[config.mk]
export PLATFORM = sky130hd
export DESIGN_NAME = svc_watchdog
export DESIGN_NICKNAME = d
export VERILOG_FILES = /design/src/rtl/svc_wd_pkg.sv /design/src/rtl/svc_wd_edge.sv /design/src/rtl/svc_wd_cfg.sv /design/src/rtl/svc_watchdog.sv
export SDC_FILE = /design/constraint.sdc
export NUM_CORES = 1
export LEC_CHECK = 0
export ABC_AREA = 1
export BUFFER_PORTS_ARGS = -buffer_cell sky130_fd_sc_hd__buf_2
export CAP_MARGIN = 10
export CORE_MARGIN = 2
export CORE_UTILIZATION = 23
export CTS_BUF_LIST = sky130_fd_sc_hd__clkbuf_2
export CTS_CLUSTER_DIAMETER = 30
export DETAILED_ROUTE_END_ITERATION = 7
export PLACE_DENSITY_LB_ADDON = 0.15
export SYNTH_ARGS = -nofsm -noshare
export SYNTH_HDL_FRONTEND = slang
export SYNTH_HIERARCHICAL = 1
export SYNTH_SLANG_ARGS = --single-unit
[constraint.sdc]
create_clock -name clk -period 7.2 [get_ports clk]
set_input_delay 2.16 -clock clk [delete_from_list [all_inputs] [get_ports clk]]
set_output_delay 2.16 -clock clk [all_outputs]
set_load 0.02 [all_outputs]
[src/rtl/svc_wd_pkg.sv]
package svc_wd_pkg;
  typedef enum logic [1:0] {
    PH_BOOT  = 2'd0,
    PH_RUN   = 2'd1,
    PH_GRACE = 2'd2,
    PH_PULSE = 2'd3
  } wd_phase_e;

  // service event counted too early for the window
  function automatic logic too_early(input int unsigned elapsed, input int unsigned lo);
    return elapsed < lo;
  endfunction

  // effective reset pulse length: zero maps to one cycle
  function automatic int unsigned pulse_cycles(input int unsigned w);
    return (w == 0) ? 1 : w;
  endfunction
endpackage

[src/rtl/svc_wd_edge.sv]
module svc_wd_edge (
  input  logic clk,
  input  logic rst_n,
  input  logic lvl_i,
  output logic rise_o
);
  logic lvl_q;

  always_ff @(posedge clk or negedge rst_n) begin
    if (!rst_n) lvl_q <= 1'b0;
    else        lvl_q <= lvl_i;
  end

  assign rise_o = lvl_i & ~lvl_q;
endmodule

[src/rtl/svc_wd_cfg.sv]
module svc_wd_cfg #(
  parameter int CNT_W  = 16,
  parameter int PW_W   = 8,
  parameter int LO_DEF = 4,
  parameter int HI_DEF = 1000,
  parameter int BT_DEF = 4000,
  parameter int PW_DEF = 16
) (
  input  logic             clk,
  input  logic             rst_n,
  input  logic             cap_i,
  input  logic [CNT_W-1:0] lo_i,
  input  logic [CNT_W-1:0] hi_i,
  input  logic [CNT_W-1:0] bt_i,
  input  logic [PW_W-1:0]  pw_i,
  output logic [CNT_W-1:0] lo_o,
  output logic [CNT_W-1:0] hi_o,
  output logic [CNT_W-1:0] bt_o,
  output logic [PW_W-1:0]  pw_o
);
  always_ff @(posedge clk or negedge rst_n) begin
    if (!rst_n) begin
      lo_o <= CNT_W'(LO_DEF);
      hi_o <= CNT_W'(HI_DEF);
      bt_o <= CNT_W'(BT_DEF);
      pw_o <= PW_W'(PW_DEF);
    end else if (cap_i) begin
      lo_o <= lo_i;
      hi_o <= hi_i;
      bt_o <= bt_i;
      pw_o <= pw_i;
    end
  end
endmodule

[src/rtl/svc_watchdog.sv]
module svc_watchdog
  import svc_wd_pkg::*;
#(
  parameter int CNT_W     = 16,
  parameter int PW_W      = 8,
  parameter int GRACE_CYC = 512,
  parameter int LO_DEF    = 4,
  parameter int HI_DEF    = 1000,
  parameter int BT_DEF    = 4000,
  parameter int PW_DEF    = 16
) (
  input  logic             clk,
  input  logic             rst_n,
  input  logic             svc_i,
  input  logic             dis_i,
  input  logic [CNT_W-1:0] win_lo_i,
  input  logic [CNT_W-1:0] win_hi_i,
  input  logic [CNT_W-1:0] boot_lim_i,
  input  logic [PW_W-1:0]  pw_i,
  output logic             irq_o,
  output logic             wd_rst_o
);
  localparam logic [CNT_W-1:0] GRACE_LAST = CNT_W'(GRACE_CYC - 1);

  wd_phase_e        ph_q, ph_d;
  logic [CNT_W-1:0] cnt_q, cnt_d;
  logic [CNT_W-1:0] lo_c, hi_c, bt_c;
  logic [PW_W-1:0]  pw_c;
  logic [CNT_W-1:0] pulse_last;

  // named internal events
  logic svc_ev;
  logic cfg_cap;
  logic early_fault;
  logic run_timeout;
  logic boot_timeout;
  logic grace_done;
  logic pulse_done;

  svc_wd_edge u_edge (
    .clk    (clk),
    .rst_n  (rst_n),
    .lvl_i  (svc_i),
    .rise_o (svc_ev)
  );

  assign cfg_cap = dis_i | (ph_q == PH_PULSE);

  svc_wd_cfg #(
    .CNT_W (CNT_W), .PW_W (PW_W),
    .LO_DEF(LO_DEF), .HI_DEF(HI_DEF), .BT_DEF(BT_DEF), .PW_DEF(PW_DEF)
  ) u_cfg (
    .clk   (clk),
    .rst_n (rst_n),
    .cap_i (cfg_cap),
    .lo_i  (win_lo_i),
    .hi_i  (win_hi_i),
    .bt_i  (boot_lim_i),
    .pw_i  (pw_i),
    .lo_o  (lo_c),
    .hi_o  (hi_c),
    .bt_o  (bt_c),
    .pw_o  (pw_c)
  );

  assign pulse_last   = CNT_W'(pulse_cycles(32'(pw_c)) - 1);
  assign early_fault  = (ph_q == PH_RUN) && !dis_i && svc_ev && too_early(32'(cnt_q), 32'(lo_c));
  assign run_timeout  = (ph_q == PH_RUN) && !dis_i && !svc_ev && (cnt_q == hi_c);
  assign boot_timeout = (ph_q == PH_BOOT) && !dis_i && !svc_ev && (cnt_q == bt_c);
  assign grace_done   = (ph_q == PH_GRACE) && !dis_i && !svc_ev && (cnt_q == GRACE_LAST);
  assign pulse_done   = (ph_q == PH_PULSE) && (cnt_q == pulse_last);

  always_comb begin
    ph_d  = ph_q;
    cnt_d = cnt_q;
    unique case (ph_q)
      PH_BOOT: if (!dis_i) begin
        if (svc_ev)            begin ph_d = PH_RUN;   cnt_d = '0; end
        else if (boot_timeout) begin ph_d = PH_GRACE; cnt_d = '0; end
        else                   cnt_d = cnt_q + 1'b1;
      end
      PH_RUN: if (!dis_i) begin
        if (early_fault)       begin ph_d = PH_PULSE; cnt_d = '0; end
        else if (svc_ev)       cnt_d = '0;
        else if (run_timeout)  begin ph_d = PH_GRACE; cnt_d = '0; end
        else                   cnt_d = cnt_q + 1'b1;
      end
      PH_GRACE: if (!dis_i) begin
        if (svc_ev)            begin ph_d = PH_RUN;   cnt_d = '0; end
        else if (grace_done)   begin ph_d = PH_PULSE; cnt_d = '0; end
        else                   cnt_d = cnt_q + 1'b1;
      end
      PH_PULSE: begin
        if (pulse_done)        begin ph_d = PH_BOOT;  cnt_d = '0; end
        else                   cnt_d = cnt_q + 1'b1;
      end
      default: begin ph_d = PH_BOOT; cnt_d = '0; end
    endcase
  end

  always_ff @(posedge clk or negedge rst_n) begin
    if (!rst_n) begin
      ph_q  <= PH_BOOT;
      cnt_q <= '0;
    end else begin
      ph_q  <= ph_d;
      cnt_q <= cnt_d;
    end
  end

  assign irq_o    = (ph_q == PH_GRACE) && !dis_i;
  assign wd_rst_o = (ph_q == PH_PULSE);

  // early service enters the reset pulse on the next edge, no interrupt
  a_r2_early_fault: assert property (@(posedge clk) disable iff (!rst_n)
    early_fault |=> (wd_rst_o && !irq_o));

  // accepted run-phase service restarts count in run phase
  a_r1_accept_restart: assert property (@(posedge clk) disable iff (!rst_n)
    ((ph_q == PH_RUN) && svc_ev && !dis_i && !early_fault) |=> (cnt_q == '0 && ph_q == PH_RUN));

  // service during grace cancels the pending reset
  a_r5_grace_cancel: assert property (@(posedge clk) disable iff (!rst_n)
    ((ph_q == PH_GRACE) && svc_ev && !dis_i) |=> (!wd_rst_o && !irq_o));

  // reset pulse only starts from grace expiry or an early fault
  a_r4_pulse_entry: assert property (@(posedge clk) disable iff (!rst_n)
    $rose(wd_rst_o) |-> ($past(grace_done) || $past(early_fault)));

  // disable freezes count and phase outside the pulse, masks interrupt
  a_r7_freeze: assert property (@(posedge clk) disable iff (!rst_n)
    (dis_i && ph_q != PH_PULSE) |=> ($stable(cnt_q) && $stable(ph_q)));
  a_r7_no_irq: assert property (@(posedge clk) disable iff (!rst_n)
    dis_i |-> !irq_o);

  // captured thresholds hold while enabled and outside the pulse
  a_r10_cfg_hold: assert property (@(posedge clk) disable iff (!rst_n)
    !cfg_cap |=> ($stable(lo_c) && $stable(hi_c) && $stable(bt_c) && $stable(pw_c)));

  // outputs exclusive
  a_r11_exclusive: assert property (@(posedge clk) disable iff (!rst_n)
    !(irq_o && wd_rst_o));
endmodule

==> results of run 1 <==
cells in the mapped netlist, drive strengths merged:
master	count
or2	4
nor2	48
nand3	18
nand2	286
xor2	12
nor4	1
buf	20
dfrtp	61
o21ai	19
ha	17
o32ai	1
a21oi	11
o21bai	2
nor3	3
nand3b	1
nand4	15
and3	1
inv	90
dfstp	14
xnor2	17
o211ai	1
a21o	1
o21a	1
final timing paths:
| check | slack, ns | from | to |
|---|---|---|---|
| max in group asynchronous | 4.83 | rst_n | u_cfg/bt_o[4]$_DFFE_PN0P_ |
| min reg2reg | 0.49 | u_cfg/hi_o[7]$_DFFE_PN1P_ | u_cfg/hi_o[7]$_DFFE_PN1P_ |
| min in group asynchronous | 1.70 | rst_n | u_cfg/hi_o[14]$_DFFE_PN0P_ |
| min | 0.49 | u_cfg/hi_o[7]$_DFFE_PN1P_ | u_cfg/hi_o[7]$_DFFE_PN1P_ |
| max reg2reg | 4.59 | u_cfg/pw_o[6]$_DFFE_PN0P_ | cnt_q[7]$_DFFE_PN0P_ |
| max | 2.33 | dis_i | irq_o |
area by class of cell:
type,count,area [um2]
fill,2280,14800
multi-input combinational,459,2270
sequential,75,1890
inverter,90,340
tap,270,338
timing repair buffer,62,315
clock inverter,5,125
clock buffer,11,55.1
antenna,1,2.50
power by group through the flow:
stage          Clock, W  Combinational (W)  Sequential, W
3_3_place_gp          0           0.000504       0.000639
3_5_place_dp          0           0.000512       0.000640
4_1_cts        0.000362           0.000515       0.000632
6_report       0.000346           0.000503       0.000629
2_1_floorplan         0           0.000431       0.000593
5_1_grt        0.000378           0.000593       0.000646
registers in the layout, summed over array words and instances, names as in the netlist:
signal and count:
u_cfg/lo_o 16, u_edge/lvl_q 1, cnt_q 16, ph_q 2
u_cfg/pw_o 8, u_cfg/bt_o 16, u_cfg/hi_o 16
cell families (layout without fill, tap and decap cells):
kind of cell	Yosys count	in the layout	share of synthesized area (%)
AO/OA/AOI/OAI	36	36	4.61
XOR/XNOR	29	29	5.44
adder cells (fa/ha/maj)	17	17	4.55
buffers and inverters	110	168	10.9
flip-flops	75	75	40.6
other	0	1	0
AND/OR/NAND/NOR	377	377	33.9
stage by stage:
step	std cells	utilization, %	total power [W]
finish	973	26.6	0.00148
global route	973	26.6	0.00162
CTS	972	26.5	0.00151
detailed placement	956	25.7	0.00115
global placement	956	25.7	0.00114
floorplan	644	-	0.00102
layer usage:
metal	vias to the layer above	part of all wire [%]	GRT usage (%)
li1	2067	-	-
met1	1818	49	16.5
met2	56	47	20.4
met3	13	2.7	2.16
met4	0	1.7	5.10
met5	-	0	0
placed cells by master (no fill, tap or decap), types with 2 or more instances in the layout:
cell,count
sky130_fd_sc_hd__a21oi_1,9
sky130_fd_sc_hd__buf_2,60
sky130_fd_sc_hd__buf_4,2
sky130_fd_sc_hd__bufinv_16,4
sky130_fd_sc_hd__clkbuf_2,11
sky130_fd_sc_hd__dfrtp_1,61
sky130_fd_sc_hd__dfstp_2,14
sky130_fd_sc_hd__ha_1,17
sky130_fd_sc_hd__inv_1,77
sky130_fd_sc_hd__inv_2,12
sky130_fd_sc_hd__nand2_1,274
sky130_fd_sc_hd__nand2_2,12
sky130_fd_sc_hd__nand3_1,16
sky130_fd_sc_hd__nand4_1,15
sky130_fd_sc_hd__nor2_1,37
sky130_fd_sc_hd__nor2_2,8
sky130_fd_sc_hd__nor2_4,3
sky130_fd_sc_hd__nor3_1,3
sky130_fd_sc_hd__o21ai_0,15
sky130_fd_sc_hd__o21ai_1,3
sky130_fd_sc_hd__o21bai_1,2
sky130_fd_sc_hd__or2_2,4
sky130_fd_sc_hd__xnor2_1,17
sky130_fd_sc_hd__xor2_1,12
worst reg2reg max path, cell delays in order, from the launching register on:
cell	delay, ns
sky130_fd_sc_hd__dfrtp_1	0.48
sky130_fd_sc_hd__nor2_1	0.18
sky130_fd_sc_hd__nand2_2	0.12
sky130_fd_sc_hd__o21ai_2	0.21
sky130_fd_sc_hd__inv_1	0.07
sky130_fd_sc_hd__ha_1	0.23
sky130_fd_sc_hd__nand2_1	0.09
sky130_fd_sc_hd__nand2_1	0.06
sky130_fd_sc_hd__nand2_1	0.05
sky130_fd_sc_hd__nand2_1	0.05
sky130_fd_sc_hd__nor2_1	0.09
sky130_fd_sc_hd__nand3_1	0.10
sky130_fd_sc_hd__nor2_2	0.10
sky130_fd_sc_hd__nand3_2	0.12
sky130_fd_sc_hd__a21oi_4	0.19
sky130_fd_sc_hd__nand3_4	0.23
sky130_fd_sc_hd__nand2_1	0.12
sky130_fd_sc_hd__inv_1	0.04
==> metrics.json, run 1 <==
{
  "worstRegToRegCells": {"value": 17},
  "core_area": {"value": 0.0201, "unit": "mm2"},
  "cts-buffers-inserted": {"value": 9},
  "finalSetupTns": {"value": 0, "unit": "ns"},
  "die_area": {"value": 0.0215, "unit": "mm2"},
  "totalWireLength": {"value": 12.7, "unit": "mm"},
  "arrival": {"value": 2.71, "unit": "ns"},
  "peakVddDrop": {"value": 108, "unit": "uV"},
  "final_layout_size_suffix_gt1_share": {"value": 19.5, "unit": "%"},
  "required": {"value": 5.04, "unit": "ns"},
  "p_per_area": {"value": 277, "unit": "mW/mm2"},
  "cts_hold_repair.buffers": {"value": 0},
  "grt_remaining_overflow": {"value": 0},
  "dr.pass1.iters": {"value": 7},
  "setup_failing_eps_final": {"value": 0},
  "syn_nets": {"value": 721},
  "first_pass_grt_wire_length": {"value": 21.1, "unit": "mm"},
  "nNetsFinal": {"value": 774},
  "drt.antenna.violating_nets": {"value": 0},
  "via_per_inst": {"value": 4.06},
  "worst_setup_path_start_kind": {"value": "primary input"},
  "syn_to_final_growth": {"value": 14.3, "unit": "%"},
  "cp-end-kind": {"value": "primary output"},
  "postCtsSetupRepairBufs": {"value": 0},
  "cellLeakagePower": {"value": 2.93, "unit": "nW"},
  "power.clock.fraction": {"value": 23.4, "unit": "%"},
  "max_clock_freq": {"value": 206, "unit": "MHz"},
  "worst_path_dominant_cell_family": {"value": "buffers and inverters"},
  "rsz0062_at_grt": {"value": "false"},
  "dieWidth": {"value": 147, "unit": "um"},
  "drc": {"value": 0},
  "hold_class": {"value": "reg2reg"},
  "dpl-instance-area": {"value": 0.00516, "unit": "mm2"},
  "timing.max_cap.violations": {"value": 0},
  "final.hold.worst_slack": {"value": 0.486, "unit": "ns"},
  "combinational_power_share": {"value": 34.0, "unit": "%"},
  "detailed_place_hpwl": {"value": 9.25, "unit": "mm"},
  "cell_depth_of_the_worst_min_delay_path": {"value": 2},
  "ys.warnings.count": {"value": 6},
  "maximum_number_of_pins_on_one_net_before_global_route_repair": {"value": 76},
  "headroom_to_the_max_slew_limit": {"value": 33.7, "unit": "%"},
  "cp_num_buf_inv": {"value": 2},
  "htree_num_levels": {"value": 3},
  "worst-setup-path-type": {"value": "in2out"},
  "internal_power": {"value": 0.000902, "unit": "W"},
  "clock_tree.root_cell": {"value": "sky130_fd_sc_hd__clkbuf_2"},
  "grt_antenna_before_repair": {"value": 1},
  "clock-skew-final": {"value": 0.0471, "unit": "ns"},
  "groute.usage.overall": {"value": 12.5, "unit": "%"},
  "clk_pin_slew": {"value": 0.21, "unit": "ns"},
  "clock_tree_from_tritoncts": {"value": "built"},
  "cts-root-to-sink-buffers": {"value": 2},
  "finalInstanceArea": {"value": 0.00534, "unit": "mm2"},
  "floorplan.initialDensity": {"value": 23.2, "unit": "%"},
  "avgRoutedWirePerCell": {"value": 13.0, "unit": "um"},
  "transition_at_the_pin_with_the_smallest_max_transition_slack": {"value": 0.994, "unit": "ns"},
  "critPathMaxFanout": {"value": 3},
  "post_synth.cell_area_avg": {"value": 7.25, "unit": "um2"},
  "crit_path_frequent_cell": {"value": "sky130_fd_sc_hd__buf_2"},
  "cts.sink_count": {"value": 75},
  "cells_resized_by_post_cts_repair": {"value": 0},
  "synth_area_leaders": {"value": "sky130_fd_sc_hd__dfrtp_1 (33%), sky130_fd_sc_hd__nand2_1 (22%), sky130_fd_sc_hd__dfstp_2 (7.9%)"},
  "detail_route.iter0.violations": {"value": 288},
  "run_status": {"value": "complete, no violations"},
  "pwr-share-seq": {"value": 42.5, "unit": "%"},
  "synth_top_area_share": {"value": 32.7, "unit": "%"},
  "power.net_switching": {"value": 0.000577, "unit": "W"},
  "clkLatencyLatePin": {"value": 0.59, "unit": "ns"},
  "dr_total_vias": {"value": 3954},
  "synth.ff_latch_count": {"value": 75},
  "cell_by_cell_listing_of_the_critical_path": {"value": "buf_2 > nor3_1 > buf_2"},
  "power.switching_fraction": {"value": 39.0, "unit": "%"},
  "post-route-period-util": {"value": 67.6, "unit": "%"},
  "cell_area_after_synthesis": {"value": 0.00467, "unit": "mm2"},
  "timing.final.ws_setup": {"value": 2.33, "unit": "ns"},
  "layout_min_cycle_time": {"value": 4.87, "unit": "ns"},
  "cell_count_along_the_critical_path": {"value": 3},
  "io-pin-count": {"value": 62},
  "via_count_of_the_first_global_routing_pass": {"value": 4013},
  "post-place-ws": {"value": 2.33, "unit": "ns"},
  "gpl.final_weighted_congestion": {"value": 0.830},
  "report.final.hold_viol_count": {"value": 0},
  "synth_largest_area_cell": {"value": "sky130_fd_sc_hd__dfrtp_1"},
  "yosysSeqAreaShare": {"value": 40.6, "unit": "%"},
  "synth_cells": {"value": 644},
  "synth_cell_type_count": {"value": 36},
  "finalMaxSlewViolations": {"value": 0},
  "worst_path_largest_cell_delay": {"value": 0.22, "unit": "ns"},
  "die_h": {"value": 147, "unit": "um"},
  "port_buffers": {"value": 61},
  "num_rows": {"value": 52},
  "slowest_cp_cell": {"value": "sky130_fd_sc_hd__nor3_1"}
}
No activity file was read; power rests on OpenSTA's default activity.
==> inputs of run 2 (changes only) <==
ABC_AREA = 0   (was 1)
clock period = 4.15 ns   (was 7.2 ns; I/O delays follow)
==> metrics.json, run 2 <==
{
  "report.final.hold_viol_count": {"value": 0, "change": "unchanged"},
  "worst-setup-path-type": {"value": "in2out"},
  "setup_failing_eps_final": {"value": 0, "change": "unchanged"},
  "synth.cells.most_frequent": {"value": "sky130_fd_sc_hd__dfrtp_1 (61), sky130_fd_sc_hd__xnor2_1 (44), sky130_fd_sc_hd__mux2_4 (40), sky130_fd_sc_hd__inv_1 (19), sky130_fd_sc_hd__nor3_1 (18)"},
  "ys.warnings.count": {"value": 6, "change": "unchanged"},
  "most-common-layout-cells": {"value": "sky130_fd_sc_hd__dfrtp_1 (61), sky130_fd_sc_hd__buf_2 (60), sky130_fd_sc_hd__xnor2_1 (44)"},
  "drc": {"value": 0, "change": "unchanged"},
  "reg2reg_to": {"value": "ph_q[0]$_DFFE_PN0P_"},
  "core_area": {"value": 0.0187, "unit": "mm2", "change": "-7.0%"},
  "port_buffers": {"value": 61, "change": "unchanged"},
  "peakVddDrop": {"value": 160, "unit": "uV", "change": "+49%"},
  "clk_pin_slew": {"value": 0.21, "unit": "ns", "change": "about the same"},
  "drt.antenna.violating_nets": {"value": 0, "change": "unchanged"},
  "synth_cells": {"value": 385, "change": "-40%"},
  "clock_tree.root_cell": {"value": "sky130_fd_sc_hd__clkbuf_2"},
  "max_clock_freq": {"value": 316, "unit": "MHz"},
  "maximum_number_of_pins_on_one_net_before_global_route_repair": {"value": 76, "change": "unchanged"},
  "postCtsSetupRepairBufs": {"value": 0, "change": "unchanged"},
  "critPathMaxFanout": {"value": 11, "change": "+8"},
  "dieWidth": {"value": 142, "unit": "um", "change": "-2.9%"},
  "regToRegStartpoint": {"value": "u_cfg/pw_o[5]$_DFFE_PN0P_"},
  "final_layout_size_suffix_gt1_share": {"value": 35.9, "unit": "%", "change": "+16 points"},
  "dr_total_vias": {"value": 2992, "change": "-24%"},
  "cp-end-kind": {"value": "primary output"},
  "post-route-period-util": {"value": 76.2, "unit": "%"},
  "headroom_to_the_max_slew_limit": {"value": 30.8, "unit": "%", "change": "-2.9 points"},
  "finalMaxSlewViolations": {"value": 0, "change": "unchanged"},
  "num_rows": {"value": 50, "change": "-3.8%"},
  "finalSetupTns": {"value": 0, "unit": "ns", "change": "unchanged"},
  "post_synth.cell_area_avg": {"value": 11.4, "unit": "um2", "change": "+58%"},
  "mostFrequentLayoutCell": {"value": "sky130_fd_sc_hd__dfrtp_1"},
  "synth_top_area_share": {"value": 34.7, "unit": "%", "change": "+2.0 points"},
  "cts-root-to-sink-buffers": {"value": 2, "change": "unchanged"},
  "groute.usage.overall": {"value": 11.8, "unit": "%", "change": "-0.71 points"},
  "cell_depth_of_the_worst_min_delay_path": {"value": 1, "change": "-1"},
  "worst_setup_path_start_kind": {"value": "primary input"},
  "finalInstanceArea": {"value": 0.00501, "unit": "mm2", "change": "-6.1%"},
  "synth_enable_flop_cells": {"value": 0, "change": "unchanged"},
  "cells_resized_by_post_cts_repair": {"value": 0, "change": "unchanged"},
  "detail_route.iter0.violations": {"value": 137, "change": "-52%"},
  "antenna_cells": {"value": 0, "change": "-1"},
  "grt_antenna_before_repair": {"value": 0, "change": "-1"},
  "transition_at_the_pin_with_the_smallest_max_transition_slack": {"value": 1.04, "unit": "ns", "change": "+0.0438 ns"},
  "hold_class": {"value": "reg2reg"},
  "nNetsFinal": {"value": 515, "change": "-33%"},
  "layout_min_cycle_time": {"value": 3.16, "unit": "ns"},
  "synth_area_leaders": {"value": "sky130_fd_sc_hd__dfrtp_1 (35%), sky130_fd_sc_hd__mux2_4 (14%), sky130_fd_sc_hd__xnor2_1 (8.8%)"},
  "hp-start": {"value": "u_cfg/lo_o[13]$_DFFE_PN0P_"},
  "run_status": {"value": "complete, no violations"},
  "totalWireLength": {"value": 11.1, "unit": "mm", "change": "-12%"},
  "syn_to_final_growth": {"value": 14.0, "unit": "%"},
  "cts_hold_repair.buffers": {"value": 0, "change": "unchanged"},
  "worstRegToRegCells": {"value": 9, "change": "-8"},
  "detailed_place_hpwl": {"value": 7.94, "unit": "mm", "change": "-14%"},
  "synth.ff_latch_count": {"value": 75, "change": "unchanged"},
  "clock_tree_from_tritoncts": {"value": "built"},
  "clock-skew-final": {"value": 0.0332, "unit": "ns", "change": "-0.0139 ns"},
  "setup.reg_to_reg.worst_slack": {"value": 1.29, "unit": "ns", "change": "-3.30 ns"},
  "dpl-instance-area": {"value": 0.00489, "unit": "mm2", "change": "-5.1%"},
  "cell_area_after_synthesis": {"value": 0.00440, "unit": "mm2", "change": "-5.8%"},
  "die_h": {"value": 142, "unit": "um", "change": "-2.9%"},
  "synth.most_common_cell": {"value": "sky130_fd_sc_hd__dfrtp_1"},
  "io-pin-count": {"value": 62, "change": "unchanged"},
  "yosysSeqAreaShare": {"value": 43.1, "unit": "%", "change": "+2.5 points"},
  "via_per_inst": {"value": 4.42, "change": "+8.8%"},
  "gpl.final_weighted_congestion": {"value": 0.790, "change": "-4.8%"},
  "fillerInstances": {"value": 1976, "change": "-13%"},
  "synth_cell_type_count": {"value": 47, "change": "+31%"},
  "cellLeakagePower": {"value": 2.28, "unit": "nW", "change": "-22%"},
  "cts-buffers-inserted": {"value": 9, "change": "unchanged"},
  "first_pass_grt_wire_length": {"value": 18.1, "unit": "mm", "change": "-14%"},
  "htree_num_levels": {"value": 3, "change": "unchanged"},
  "via_count_of_the_first_global_routing_pass": {"value": 3258, "change": "-19%"},
  "synth_largest_area_cell": {"value": "sky130_fd_sc_hd__dfrtp_1"},
  "dr.pass1.iters": {"value": 4, "change": "-3"},
  "required": {"value": 2.90, "unit": "ns", "change": "-2.14 ns"},
  "clkLatencyLatePin": {"value": 0.58, "unit": "ns", "change": "about the same"},
  "floorplan.initialDensity": {"value": 23.5, "unit": "%", "change": "+0.28 points"},
  "synth_flop_cell": {"value": "sky130_fd_sc_hd__dfrtp_1"},
  "syn_nets": {"value": 462, "change": "-36%"},
  "arrival": {"value": 1.92, "unit": "ns", "change": "-0.79 ns"},
  "proportion_of_register_bits_with_asynchronous_set_or_reset_after_synthesis": {"value": 100, "unit": "%", "change": "unchanged"},
  "timing.max_cap.violations": {"value": 0, "change": "unchanged"},
  "p_per_area": {"value": 476, "unit": "mW/mm2", "change": "+72%"},
  "cts.sink_count": {"value": 75, "change": "unchanged"},
  "rsz0062_at_grt": {"value": "false"},
  "end_point_of_the_worst_hold_path": {"value": "u_cfg/lo_o[13]$_DFFE_PN0P_"},
  "avgRoutedWirePerCell": {"value": 16.4, "unit": "um", "change": "+26%"},
  "grt_remaining_overflow": {"value": 0, "change": "unchanged"},
  "die_area": {"value": 0.0202, "unit": "mm2", "change": "-5.7%"}
}
-- run 2: layout make-up --
cell class                 count  area, um2  share of cell area, %
inverter                      19       71.3                   1.42
timing repair buffer          66        345                   6.89
clock buffer                  11       55.1                   1.10
tap                          234        293                   5.84
sequential                    75       1890                   37.8
multi-input combinational    267       2290                   45.7
clock inverter                 5       62.6                   1.25
-- run 2: kinds of logic (layout without fill, tap and decap cells) --
kind of cell | Yosys count | count (layout) | synth area share (%)
AO/OA/AOI/OAI | 34 | 34 | 5.26
XOR/XNOR | 53 | 53 | 10.6
adder cells (fa/ha/maj) | 17 | 17 | 4.84
buffers and inverters | 43 | 101 | 5.01
flip-flops | 75 | 75 | 43.1
multiplexers | 58 | 58 | 18.2
AND/OR/NAND/NOR | 105 | 105 | 13.1
-- run 2: worst max-delay path by stage --
stage,end,depth (start not counted),from
detailed placement,cnt_q[3]$_DFFE_PN0P_,8,dis_i
finish,irq_o,5,dis_i
CTS,irq_o,5,dis_i
global placement,cnt_q[3]$_DFFE_PN0P_,8,dis_i
floorplan,cnt_q[15]$_DFFE_PN0P_,5,dis_i
global route,irq_o,5,dis_i
-- run 2: layer usage --
metal,part of all wire (%),up-vias,global-route usage (%),routed length (um)
met5,0,-,0,0
met2,44,71,17.4,4910
met3,5.7,8,3.97,629
met1,49,1455,16.6,5440
li1,-,1458,-,-
met4,0.99,0,2.95,110
-- run 2: worst max-delay path, cell delays in order --
cell	delay, ns
sky130_fd_sc_hd__buf_2	0.17
sky130_fd_sc_hd__nor2_1	0.15
sky130_fd_sc_hd__nand2_1	0.11
sky130_fd_sc_hd__inv_1	0.08
sky130_fd_sc_hd__buf_2	0.16
-- run 2: metrics by stage --
stage	cells	total power [W]	util, %	setup WS, ns	hold slack, ns
2_1_floorplan	385	0.00177	-	1.26	0.481
3_3_place_gp	661	0.00199	26.2	0.887	0.498
3_5_place_dp	661	0.00199	26.2	0.859	0.493
4_1_cts	677	0.00246	26.8	1.00	0.541
5_1_grt	677	0.00259	26.8	0.937	0.572
6_report	677	0.00239	26.8	0.989	0.534
-- run 2: power breakdown --
group	switching (W)	internal, W	total (W)
Sequential	0.000207	0.000930	0.00114
Clock	0.000290	0.000147	0.000436
Combinational	0.000354	0.000461	0.000814
Total	0.000850	0.00154	0.00239
